## src/rtl/hubx_pkg.sv

```systemverilog
package hubx_pkg;

   typedef enum logic [1:0] {
      FL_IDLE = 2'd0,
      FL_REQ  = 2'd1,
      FL_DATA = 2'd2
   } fill_state_t;

endpackage

```

## src/rtl/hubx_pc.sv

```systemverilog
module hubx_pc #(
   parameter int PC_W     = 16,
   parameter int HUB_BASE = 'h800
) (
   input  logic            clk,
   input  logic            rst_n,
   input  logic            jmp_valid,
   input  logic [PC_W-1:0] jmp_target,
   input  logic            adv,
   input  logic            stall,
   output logic [PC_W-1:0] pc,
   output logic            pc_is_hub
);

   localparam logic [PC_W-1:0] HUB_LIM = PC_W'(HUB_BASE);

   always_ff @(posedge clk) begin
      if (!rst_n) begin
         pc <= '0;
      end else if (jmp_valid) begin
         pc <= jmp_target;
      end else if (adv && !stall) begin
         pc <= pc + 1'b1;
      end
   end

   assign pc_is_hub = (pc >= HUB_LIM);


   jmp_prio_chk: assert property (@(posedge clk) disable iff (!rst_n)
      jmp_valid |=> pc == $past(jmp_target));


   pc_hold_chk: assert property (@(posedge clk) disable iff (!rst_n)
      (stall && !jmp_valid) |=> $stable(pc));

endmodule

```

## src/rtl/hubx_fill_fsm.sv

```systemverilog
module hubx_fill_fsm
   import hubx_pkg::*;
#(
   parameter int PC_W       = 16,
   parameter int LINE_LONGS = 8,
   localparam int IDX_W     = $clog2(LINE_LONGS),
   localparam int TAG_W     = PC_W - IDX_W
) (
   input  logic             clk,
   input  logic             rst_n,
   input  logic             miss,
   input  logic [TAG_W-1:0] pc_tag,
   input  logic             inval,
   output logic             hub_req,
   output logic [PC_W+1:0]  hub_addr,
   input  logic             hub_gnt,
   input  logic             hub_rvalid,
   output logic             wr_en,
   output logic [IDX_W-1:0] wr_idx,
   output logic             fill_start,
   output logic             fill_commit,
   output logic [TAG_W-1:0] fill_tag
);

   localparam logic [IDX_W-1:0] LAST = IDX_W'(LINE_LONGS - 1);

   fill_state_t      st;
   logic [IDX_W-1:0] beat;
   logic [TAG_W-1:0] tag_q;
   logic             kill_q;

   always_ff @(posedge clk) begin
      if (!rst_n) begin
         st     <= FL_IDLE;
         beat   <= '0;
         tag_q  <= '0;
         kill_q <= 1'b0;
      end else begin
         case (st)
            FL_IDLE: begin
               if (miss) begin
                  st     <= FL_REQ;
                  tag_q  <= pc_tag;
                  kill_q <= 1'b0;
               end
            end
            FL_REQ: begin
               if (inval) kill_q <= 1'b1;
               if (hub_gnt) begin
                  st   <= FL_DATA;
                  beat <= '0;
               end
            end
            FL_DATA: begin
               if (inval) kill_q <= 1'b1;
               if (hub_rvalid) begin
                  beat <= beat + 1'b1;
                  if (beat == LAST) st <= FL_IDLE;
               end
            end
            default: st <= FL_IDLE;
         endcase
      end
   end

   assign hub_req     = (st == FL_REQ);
   assign hub_addr    = {tag_q, {(IDX_W + 2){1'b0}}};
   assign wr_en       = (st == FL_DATA) && hub_rvalid;
   assign wr_idx      = beat;
   assign fill_start  = (st == FL_IDLE) && miss;
   assign fill_commit = wr_en && (beat == LAST) && !kill_q && !inval;
   assign fill_tag    = tag_q;


   req_hold_chk: assert property (@(posedge clk) disable iff (!rst_n)
      (hub_req && !hub_gnt) |=> (hub_req && $stable(hub_addr)));


   req_drop_chk: assert property (@(posedge clk) disable iff (!rst_n)
      (hub_req && hub_gnt) |=> !hub_req);

endmodule

```

## src/rtl/hubx_line_buf.sv

```systemverilog
module hubx_line_buf #(
   parameter int PC_W       = 16,
   parameter int LINE_LONGS = 8,
   parameter int DATA_W     = 32,
   localparam int IDX_W     = $clog2(LINE_LONGS),
   localparam int TAG_W     = PC_W - IDX_W
) (
   input  logic                               clk,
   input  logic                               rst_n,
   input  logic                               wr_en,
   input  logic [IDX_W-1:0]                   wr_idx,
   input  logic [DATA_W-1:0]                  wr_data,
   input  logic                               fill_start,
   input  logic                               fill_commit,
   input  logic [TAG_W-1:0]                   fill_tag,
   input  logic                               inval,
   input  logic [TAG_W-1:0]                   rd_tag,
   output logic                               hit,
   output logic [LINE_LONGS-1:0][DATA_W-1:0]  ents
);

   logic             line_valid;
   logic [TAG_W-1:0] line_tag;

   always_ff @(posedge clk) begin
      if (!rst_n) begin
         line_valid <= 1'b0;
         line_tag   <= '0;
      end else if (inval || fill_start) begin
         line_valid <= 1'b0;
      end else if (fill_commit) begin
         line_valid <= 1'b1;
         line_tag   <= fill_tag;
      end
   end

   for (genvar g = 0; g < LINE_LONGS; g++) begin : g_ent
      logic [DATA_W-1:0] ent_q;
      always_ff @(posedge clk) begin
         if (!rst_n) begin
            ent_q <= '0;
         end else if (wr_en && (wr_idx == IDX_W'(g))) begin
            ent_q <= wr_data;
         end
      end
      assign ents[g] = ent_q;
   end

   assign hit = line_valid && (line_tag == rd_tag);


   valid_after_fill_chk: assert property (@(posedge clk) disable iff (!rst_n)
      $rose(line_valid) |-> $past(wr_en));


   inval_clears_chk: assert property (@(posedge clk) disable iff (!rst_n)
      inval |=> !line_valid);

endmodule

```

## src/rtl/hubx_fetch_ctrl.sv

```systemverilog
module hubx_fetch_ctrl #(
   parameter int PC_W       = 16,
   parameter int LINE_LONGS = 8,
   parameter int DATA_W     = 32,
   parameter int HUB_BASE   = 'h800,
   parameter int REG_AW     = 9,
   parameter int WIN_BASE   = 'h1E0,
   parameter bit WIN_EN     = 1'b1,
   localparam int IDX_W     = $clog2(LINE_LONGS),
   localparam int TAG_W     = PC_W - IDX_W,
   localparam int LOC_AW    = $clog2(HUB_BASE)
) (
   input  logic              clk,
   input  logic              rst_n,
   input  logic              jmp_valid,
   input  logic [PC_W-1:0]   jmp_target,
   input  logic              adv,
   input  logic              inval,
   output logic [LOC_AW-1:0] loc_addr,
   input  logic [DATA_W-1:0] loc_instr,
   output logic              hub_req,
   output logic [PC_W+1:0]   hub_addr,
   input  logic              hub_gnt,
   input  logic              hub_rvalid,
   input  logic [DATA_W-1:0] hub_rdata,
   input  logic [REG_AW-1:0] win_addr,
   output logic              win_hit,
   output logic [DATA_W-1:0] win_data,
   output logic [DATA_W-1:0] instr,
   output logic              instr_valid,
   output logic              stall,
   output logic [PC_W-1:0]   pc
);

   if (LINE_LONGS < 2 || (LINE_LONGS & (LINE_LONGS - 1)) != 0) begin : g_bad_line
      $error("LINE_LONGS must be a power of two of at least 2");
   end
   if ((HUB_BASE & (HUB_BASE - 1)) != 0 || LOC_AW >= PC_W) begin : g_bad_base
      $error("HUB_BASE must be a power of two below the counter range");
   end
   if ((WIN_BASE % LINE_LONGS) != 0 || WIN_BASE + LINE_LONGS > (1 << REG_AW)) begin : g_bad_win
      $error("WIN_BASE must be line aligned inside the register space");
   end

   logic                              pc_is_hub;
   logic                              hit;
   logic                              miss;
   logic [LINE_LONGS-1:0][DATA_W-1:0] ents;
   logic                              wr_en;
   logic [IDX_W-1:0]                  wr_idx;
   logic                              fill_start;
   logic                              fill_commit;
   logic [TAG_W-1:0]                  fill_tag;

   assign miss        = pc_is_hub && !hit;
   assign stall       = miss;
   assign instr_valid = !miss;
   assign loc_addr    = pc[LOC_AW-1:0];
   assign instr       = pc_is_hub ? ents[pc[IDX_W-1:0]] : loc_instr;

   hubx_pc #(
      .PC_W     (PC_W),
      .HUB_BASE (HUB_BASE)
   ) u_pc (
      .clk        (clk),
      .rst_n      (rst_n),
      .jmp_valid  (jmp_valid),
      .jmp_target (jmp_target),
      .adv        (adv),
      .stall      (stall),
      .pc         (pc),
      .pc_is_hub  (pc_is_hub)
   );

   hubx_fill_fsm #(
      .PC_W       (PC_W),
      .LINE_LONGS (LINE_LONGS)
   ) u_fill (
      .clk         (clk),
      .rst_n       (rst_n),
      .miss        (miss),
      .pc_tag      (pc[PC_W-1:IDX_W]),
      .inval       (inval),
      .hub_req     (hub_req),
      .hub_addr    (hub_addr),
      .hub_gnt     (hub_gnt),
      .hub_rvalid  (hub_rvalid),
      .wr_en       (wr_en),
      .wr_idx      (wr_idx),
      .fill_start  (fill_start),
      .fill_commit (fill_commit),
      .fill_tag    (fill_tag)
   );

   hubx_line_buf #(
      .PC_W       (PC_W),
      .LINE_LONGS (LINE_LONGS),
      .DATA_W     (DATA_W)
   ) u_buf (
      .clk         (clk),
      .rst_n       (rst_n),
      .wr_en       (wr_en),
      .wr_idx      (wr_idx),
      .wr_data     (hub_rdata),
      .fill_start  (fill_start),
      .fill_commit (fill_commit),
      .fill_tag    (fill_tag),
      .inval       (inval),
      .rd_tag      (pc[PC_W-1:IDX_W]),
      .hit         (hit),
      .ents        (ents)
   );

   if (WIN_EN) begin : g_win
      localparam logic [REG_AW-1:0] WB = REG_AW'(WIN_BASE);
      assign win_hit  = (win_addr[REG_AW-1:IDX_W] == WB[REG_AW-1:IDX_W]);
      assign win_data = win_hit ? ents[win_addr[IDX_W-1:0]] : '0;
   end else begin : g_nowin
      assign win_hit  = 1'b0;
      assign win_data = '0;
   end


   local_no_req_chk: assert property (@(posedge clk) disable iff (!rst_n)
      $rose(hub_req) |-> $past(pc_is_hub));


   stall_until_fill_chk: assert property (@(posedge clk) disable iff (!rst_n)
      (stall && !hub_rvalid && !jmp_valid) |=> stall);

endmodule

```

## config.mk

```make
export PLATFORM = sky130hd
export DESIGN_NAME = hubx_fetch_ctrl
export DESIGN_NICKNAME = d
export VERILOG_FILES = /design/src/rtl/hubx_pkg.sv /design/src/rtl/hubx_pc.sv /design/src/rtl/hubx_fill_fsm.sv /design/src/rtl/hubx_line_buf.sv /design/src/rtl/hubx_fetch_ctrl.sv
export SDC_FILE = /design/constraint.sdc
export NUM_CORES = 1
export LEC_CHECK = 0
export ABC_AREA = 1
export BUFFER_PORTS_ARGS = -buffer_cell sky130_fd_sc_hd__clkbuf_2
export CAP_MARGIN = 20
export CORE_MARGIN = 2
export CORE_UTILIZATION = 45
export DETAILED_ROUTE_END_ITERATION = 6
export GPL_ROUTABILITY_DRIVEN = 0
export PLACE_DENSITY = 0.72
export SLEW_MARGIN = 20
export SYNTH_ARGS = -nofsm -noshare
export SYNTH_HDL_FRONTEND = slang
export SYNTH_SLANG_ARGS = --single-unit
```

## constraint.sdc

```tcl
create_clock -name clk -period 5.5 [get_ports clk]
set_clock_uncertainty 0.15 [all_clocks]
set_input_delay 0.55 -clock clk [delete_from_list [all_inputs] [get_ports clk]]
set_output_delay 0.55 -clock clk [all_outputs]
set_load 0.05 [all_outputs]
```

# Word-level counts from Yosys, hierarchy flattened
# Cells that the tools add are included.
# classes
reduce_logical	32
bitwise	2
div_mod_pow	0
shift	0
add_sub_neg	2
n_mul	0
eq_ne	16
mux	19
n_lt_le_gt_ge	3
# ops
cell	n
32-bit binary-select mux with 3-bit select	2
32-bit two-way mux	4
16-bit two-way mux	2
16-bit by 1-bit adder with 16-bit output (second input constant)	1
16-bit by 12-bit greater-or-equal comparator with 1-bit output (second input constant)	1
1-bit logical AND	15
13-bit equality test	1
3-bit equality test (second input constant)	4
3-bit by 4-bit less-than comparator with 1-bit output (second input constant)	2
2-bit two-way mux	4
2-bit by 1-bit != test with 1-bit output (second input constant)	4
3-bit by 2-bit equality test with 1-bit output (second input constant)	2
6-bit equality test (second input constant)	1
3-bit two-way mux	2
2-bit one-hot mux with 3 select lines	1
3-bit one-hot mux with 2 select lines	1
3-bit AND reduction	2
2-bit nonzero test	3
1-bit logical NOT	4
2-bit AND reduction	2
4-bit AND reduction	1
2-bit OR reduction	2
3-bit by 1-bit adder with 3-bit output (second input constant)	1
3-bit by 1-bit equality test with 1-bit output (second input constant)	1
9 further kinds	11
# word_totals
ram_bits	0
word_cells	89
in_bits	96
ff_bits	305
memories	0
romBits	0
output_inout_bits	113
latchBits	0

# Longest topological paths before layout
# logic_depth
ltp_word	8
ltp_mapped	14
ltp_nobuf	13

# Hierarchy
# Synthesis repeated with hierarchy kept, for this count alone.
# unflattened
cells_unflattened	2998
hier_area_um2	17869.6
# modules_own_cells
module	instances	area_per_inst_um2	cells_each	seq_area_each_um2
hubx_line_buf	1	9685.5	1270	5405.2
hubx_fetch_ctrl	1	6023.3	1406	0.0
hubx_pc	1	1108.6	182	320.3
hubx_fill_fsm	1	1052.3	140	380.4

# Least setup slack after synthesis
# Ideal clock, no wire load.
# synth_path
path_kind	input port to output port
startpoint	in win_addr[7]
endpoint	out win_data[22]
required_time_ps	4800
setup_slack_ps	2208
path_buffers	1
cell_stages	5
arrival_ps	2592
cell_sequence	nand4_1 nor3_1 clkbuf_1 o21ai_0 a31oi_1
# synth_between
elab_chain_cells	2
# synth_rtl
item	line_no	text
from (decl)	hubx_fetch_ctrl.sv:26	input logic [REG_AW-1:0] win_addr,
6-bit equality test	hubx_fetch_ctrl.sv:116	assign win_hit = (win_addr[REG_AW-1:IDX_W] == WB[REG_AW-1:IDX_W]);
via win_hit	hubx_fetch_ctrl.sv:27	output logic win_hit,
32-bit two-way mux	hubx_fetch_ctrl.sv:117	assign win_data = win_hit ? ents[win_addr[IDX_W-1:0]] : '0;
to (decl)	hubx_fetch_ctrl.sv:28	output logic [DATA_W-1:0] win_data,
# The timed path passes the listed nets, and every way through them passes these cells.

# Worst setup path after layout
# layout_path
startpoint	reg u_pc.pc[12]
endpoint	out stall
# layout_between
elab_chain_cells	4
word_cells_on_any_way	5
cone_classes	order compare (1); eq/ne (1); reduce/logical (3)
# layout_rtl
item	line_no	text
from (decl)	hubx_pc.sv:11	output logic [PC_W-1:0] pc,
from (signal assigned)	hubx_pc.sv:21	pc <= jmp_target;
from (signal assigned)	hubx_pc.sv:23	pc <= pc + 1'b1;
parallel branches: the longest is 3 deep, another holds 16-bit by 12-bit greater-or-equal comparator with 1-bit output	-	
1-bit logical AND (*)	hubx_fetch_ctrl.sv:55	assign miss = pc_is_hub && !hit;
to (decl)	hubx_fetch_ctrl.sv:31	output logic stall,
# Mark *: on every way between the ends.

==> out/results.tsv <==
stage	metric	value	unit
yosys	register bit total from synthesis	305	
sta	f_max	0.2562	GHz
die	chip width	193.2	µm
yosys	synthesis warning total	0	
run_status	outcome	finished, final reports clean	
worst_hold_path	HP Class	primary input to flop	
setup_path	Crit path required time	4800	ps
global_route	vias in the first global route	15611	
drt	Post-route DRC	0	
power	PD cells	322.5	mW/mm²
yosys	synthesized area	0.01611	mm²
global_route	grt ovf	0	
yosys	post-synthesis sequential area ratio	0.3790	
drt	DRT iter0 DRCs	1870	
drt	Routed WL per cell	17.34	µm
die	Die H	193.2	µm
global_route	largest net degree at the start of global routing	225	
setup_path	worst path cell trace	nor3_1, nand3_4, nand2_4, inv_1, clkbuf_2	
setup_path	CP max-delay cell	nand3_4	
setup_path	r2r setup slk	2310	ps
setup_path	Crit path largest cell delay	870	ps
power	Power, Total	5877	µW
drt	Post-DRT Antenna Nets	0	
die	Initial Util	0.4551	
sta	minimum clock period	3903	ps
placement	IO Port Bufs	203	
power	peak supply drop	254.0	µV
finish	storage element area	0.006115	mm²
setup_path	CP Launch Type	flop	
die	io pins	209	
finish	fraction of layout cells with a size suffix above 1	0.1275	
setup_path	Crit. End Element	primary output	
sta	final period utilization	0.7096	
setup_path	Setup CP Type	flop to primary output	
finish	Area Growth Syn to Fin	13.11	%
clock_tree	# Post-CTS Setup Buffers	0	
clock_tree	CTS clk-pin slew, worst paths	60	ps
clock_tree	H-tree levels	2	
die	Core Box Area	0.03540	mm²
sta	Final Hold Viols	0	
drt	drt first pass iters	6	
power	LEAKAGE	0.007435	µW
setup_path	CP arrival	3200	ps
placement	detailed placement HPWL	29.45	mm
clock_tree	CTS resizes	0	
finish	# nets final	2597	
clock_tree	clk sinks	305	
sta	Tightest Pin Transition	1128	ps
clock_tree	clk buf depth	3	
sta	final max-slew violation count	0	
clock_tree	Num CTS Buffers	36	
flow_run	Max Cap Viol	0	
drt	vias	16999	
sta	slew margin rel.	0.2481	
die	DIE AREA	0.03733	mm²
clock_tree	CTS tree	done	
clock_tree	CTS Root Buffer Type	clkbuf_16	
sta	# setup viols final	0	
sta	RSZ-0062 raised after global routing	no	
yosys	Mean Syn Cell Area	6.603	µm²
global_route	gr usage total	0.2655	
drt	Routed WL	51.69	mm
clock_tree	# hold bufs at CTS	0	
finish	multi-input logic area	0.008324	mm²
drt	vias per cell	5.702	
setup_path	Crit Path Max Fanout	66	
global_route	first-pass GRT wire length	82.43	mm
die	num rows	69	
clock_tree	clk_lat worst skew	520	ps
yosys	Mapped Cells	2440	
yosys	Yosys cell types	34	
finish	layout filler cell count	3524	
global_route	initial antenna violation count	4	
sta	setup_tns	0	ps
worst max-delay path, delay by kind of cell, from the launching register on:
kind,cells,cell delay (ps)
AND/OR/NAND/NOR,3,1650
buffers and inverters,2,630
flip-flops,1,390
layout make-up:
class	count	share of cell area
well taps	461	0.03165
diodes	2	0.0002746
inverters	208	0.04291
clock buffers	54	0.05761
repair buffers	228	0.06825
flip-flops and latches	305	0.3356
clock inverters	12	0.006935
multi-input cells	1711	0.4568
cells by family after synthesis:
| group | share of synthesized area |
|---|---|
| AO/OA/AOI/OAI | 0.3403 |
| XOR/XNOR | 0.005980 |
| adder cells (fa/ha/maj) | 0.008543 |
| buffers and inverters | 0.1079 |
| flip-flops | 0.3790 |
| other | 0.0002328 |
| AND/OR/NAND/NOR | 0.1580 |
placed cells by master (no fill, tap or decap), drive strengths merged:
cell type and n:
buf 28, xnor2 1, clkinv 8, a31oi 32, nand3 41, xor2 10
o211ai 34, inv 209, clkbuf 254, a21oi 334, bufinv 2, a211oi 3
or2 1, o221ai 32, nand4 3, nor2 354, nand2 223, conb 5
nand3b 1, nor3 16, dfxtp 305, o21ai 610, clkinvlp 1, diode 2
ha 11
registers in the layout, summed over array words and instances (netlist names):
name	count
u_buf.line_tag	13
u_pc.pc	16
u_fill.wr_idx	3
u_buf.g_ent.ent_q	256
u_buf.line_valid	1
u_fill.st	2
u_fill.fill_tag	13
u_fill.kill_q	1
metal layers:
metal / part of all wire / routed length (µm) / GRT usage / vias to the layer above
met2: 0.46 / 23550 / 0.4299 / 817
met4: 0.026 / 1338 / 0.09471 / 4
met5: 0.00058 / 30 / 0 / -
met3: 0.092 / 4737 / 0.04515 / 108
met1: 0.43 / 22040 / 0.3567 / 7751
li1: - / - / - / 8319
synthesized netlist by cell type, drive strengths merged:
cell type,instances,area share
a211oi,3,0.0014
a21oi,334,0.10
a31oi,32,0.012
buf,70,0.024
clkbuf,150,0.035
clkinv,5,0.0012
conb,1,0.00023
dfxtp,305,0.38
ha,11,0.0085
inv,203,0.047
nand2,223,0.054
nand3,41,0.013
nand3b,1,0.00047
nand4,3,0.0012
nor2,354,0.083
nor3,16,0.0053
o211ai,34,0.016
o21ai,610,0.19
o221ai,32,0.017
or2,1,0.00039
xnor2,1,0.00054
xor2,10,0.0054
final timing paths:
kind | start | end | cells after the start
worst max-delay path | u_pc.pc[12] | stall | 5
worst max register to register | u_fill.st[0] | u_buf.g_ent[0].ent_q[9] | 9
worst min-delay path | inval | u_buf.line_valid | 4
worst min register to register | u_buf.g_ent[7].ent_q[20] | u_buf.g_ent[7].ent_q[20] | 2
through the flow:
step | cell area, µm² | hold WS [ps] | worst slack [ps] | utilization | std cells
2_1_floorplan | 16130 | 294.4 | 2208 | - | 2444
3_3_place_gp | 17040 | 305.9 | 2134 | 0.4814 | 2913
3_5_place_dp | 17040 | 310.4 | 2121 | 0.4814 | 2913
4_1_cts | 18220 | 189.5 | 1575 | 0.5146 | 2979
5_1_grt | 18220 | 221.5 | 1451 | 0.5148 | 2981
6_report | 18220 | 203.7 | 1597 | 0.5148 | 2981
where the power goes:
group | internal (µW) | switching, µW
registers | 2270 | 83.2
logic | 285 | 848
clock network | 1420 | 971
No activity file was read; power rests on OpenSTA's default activity.
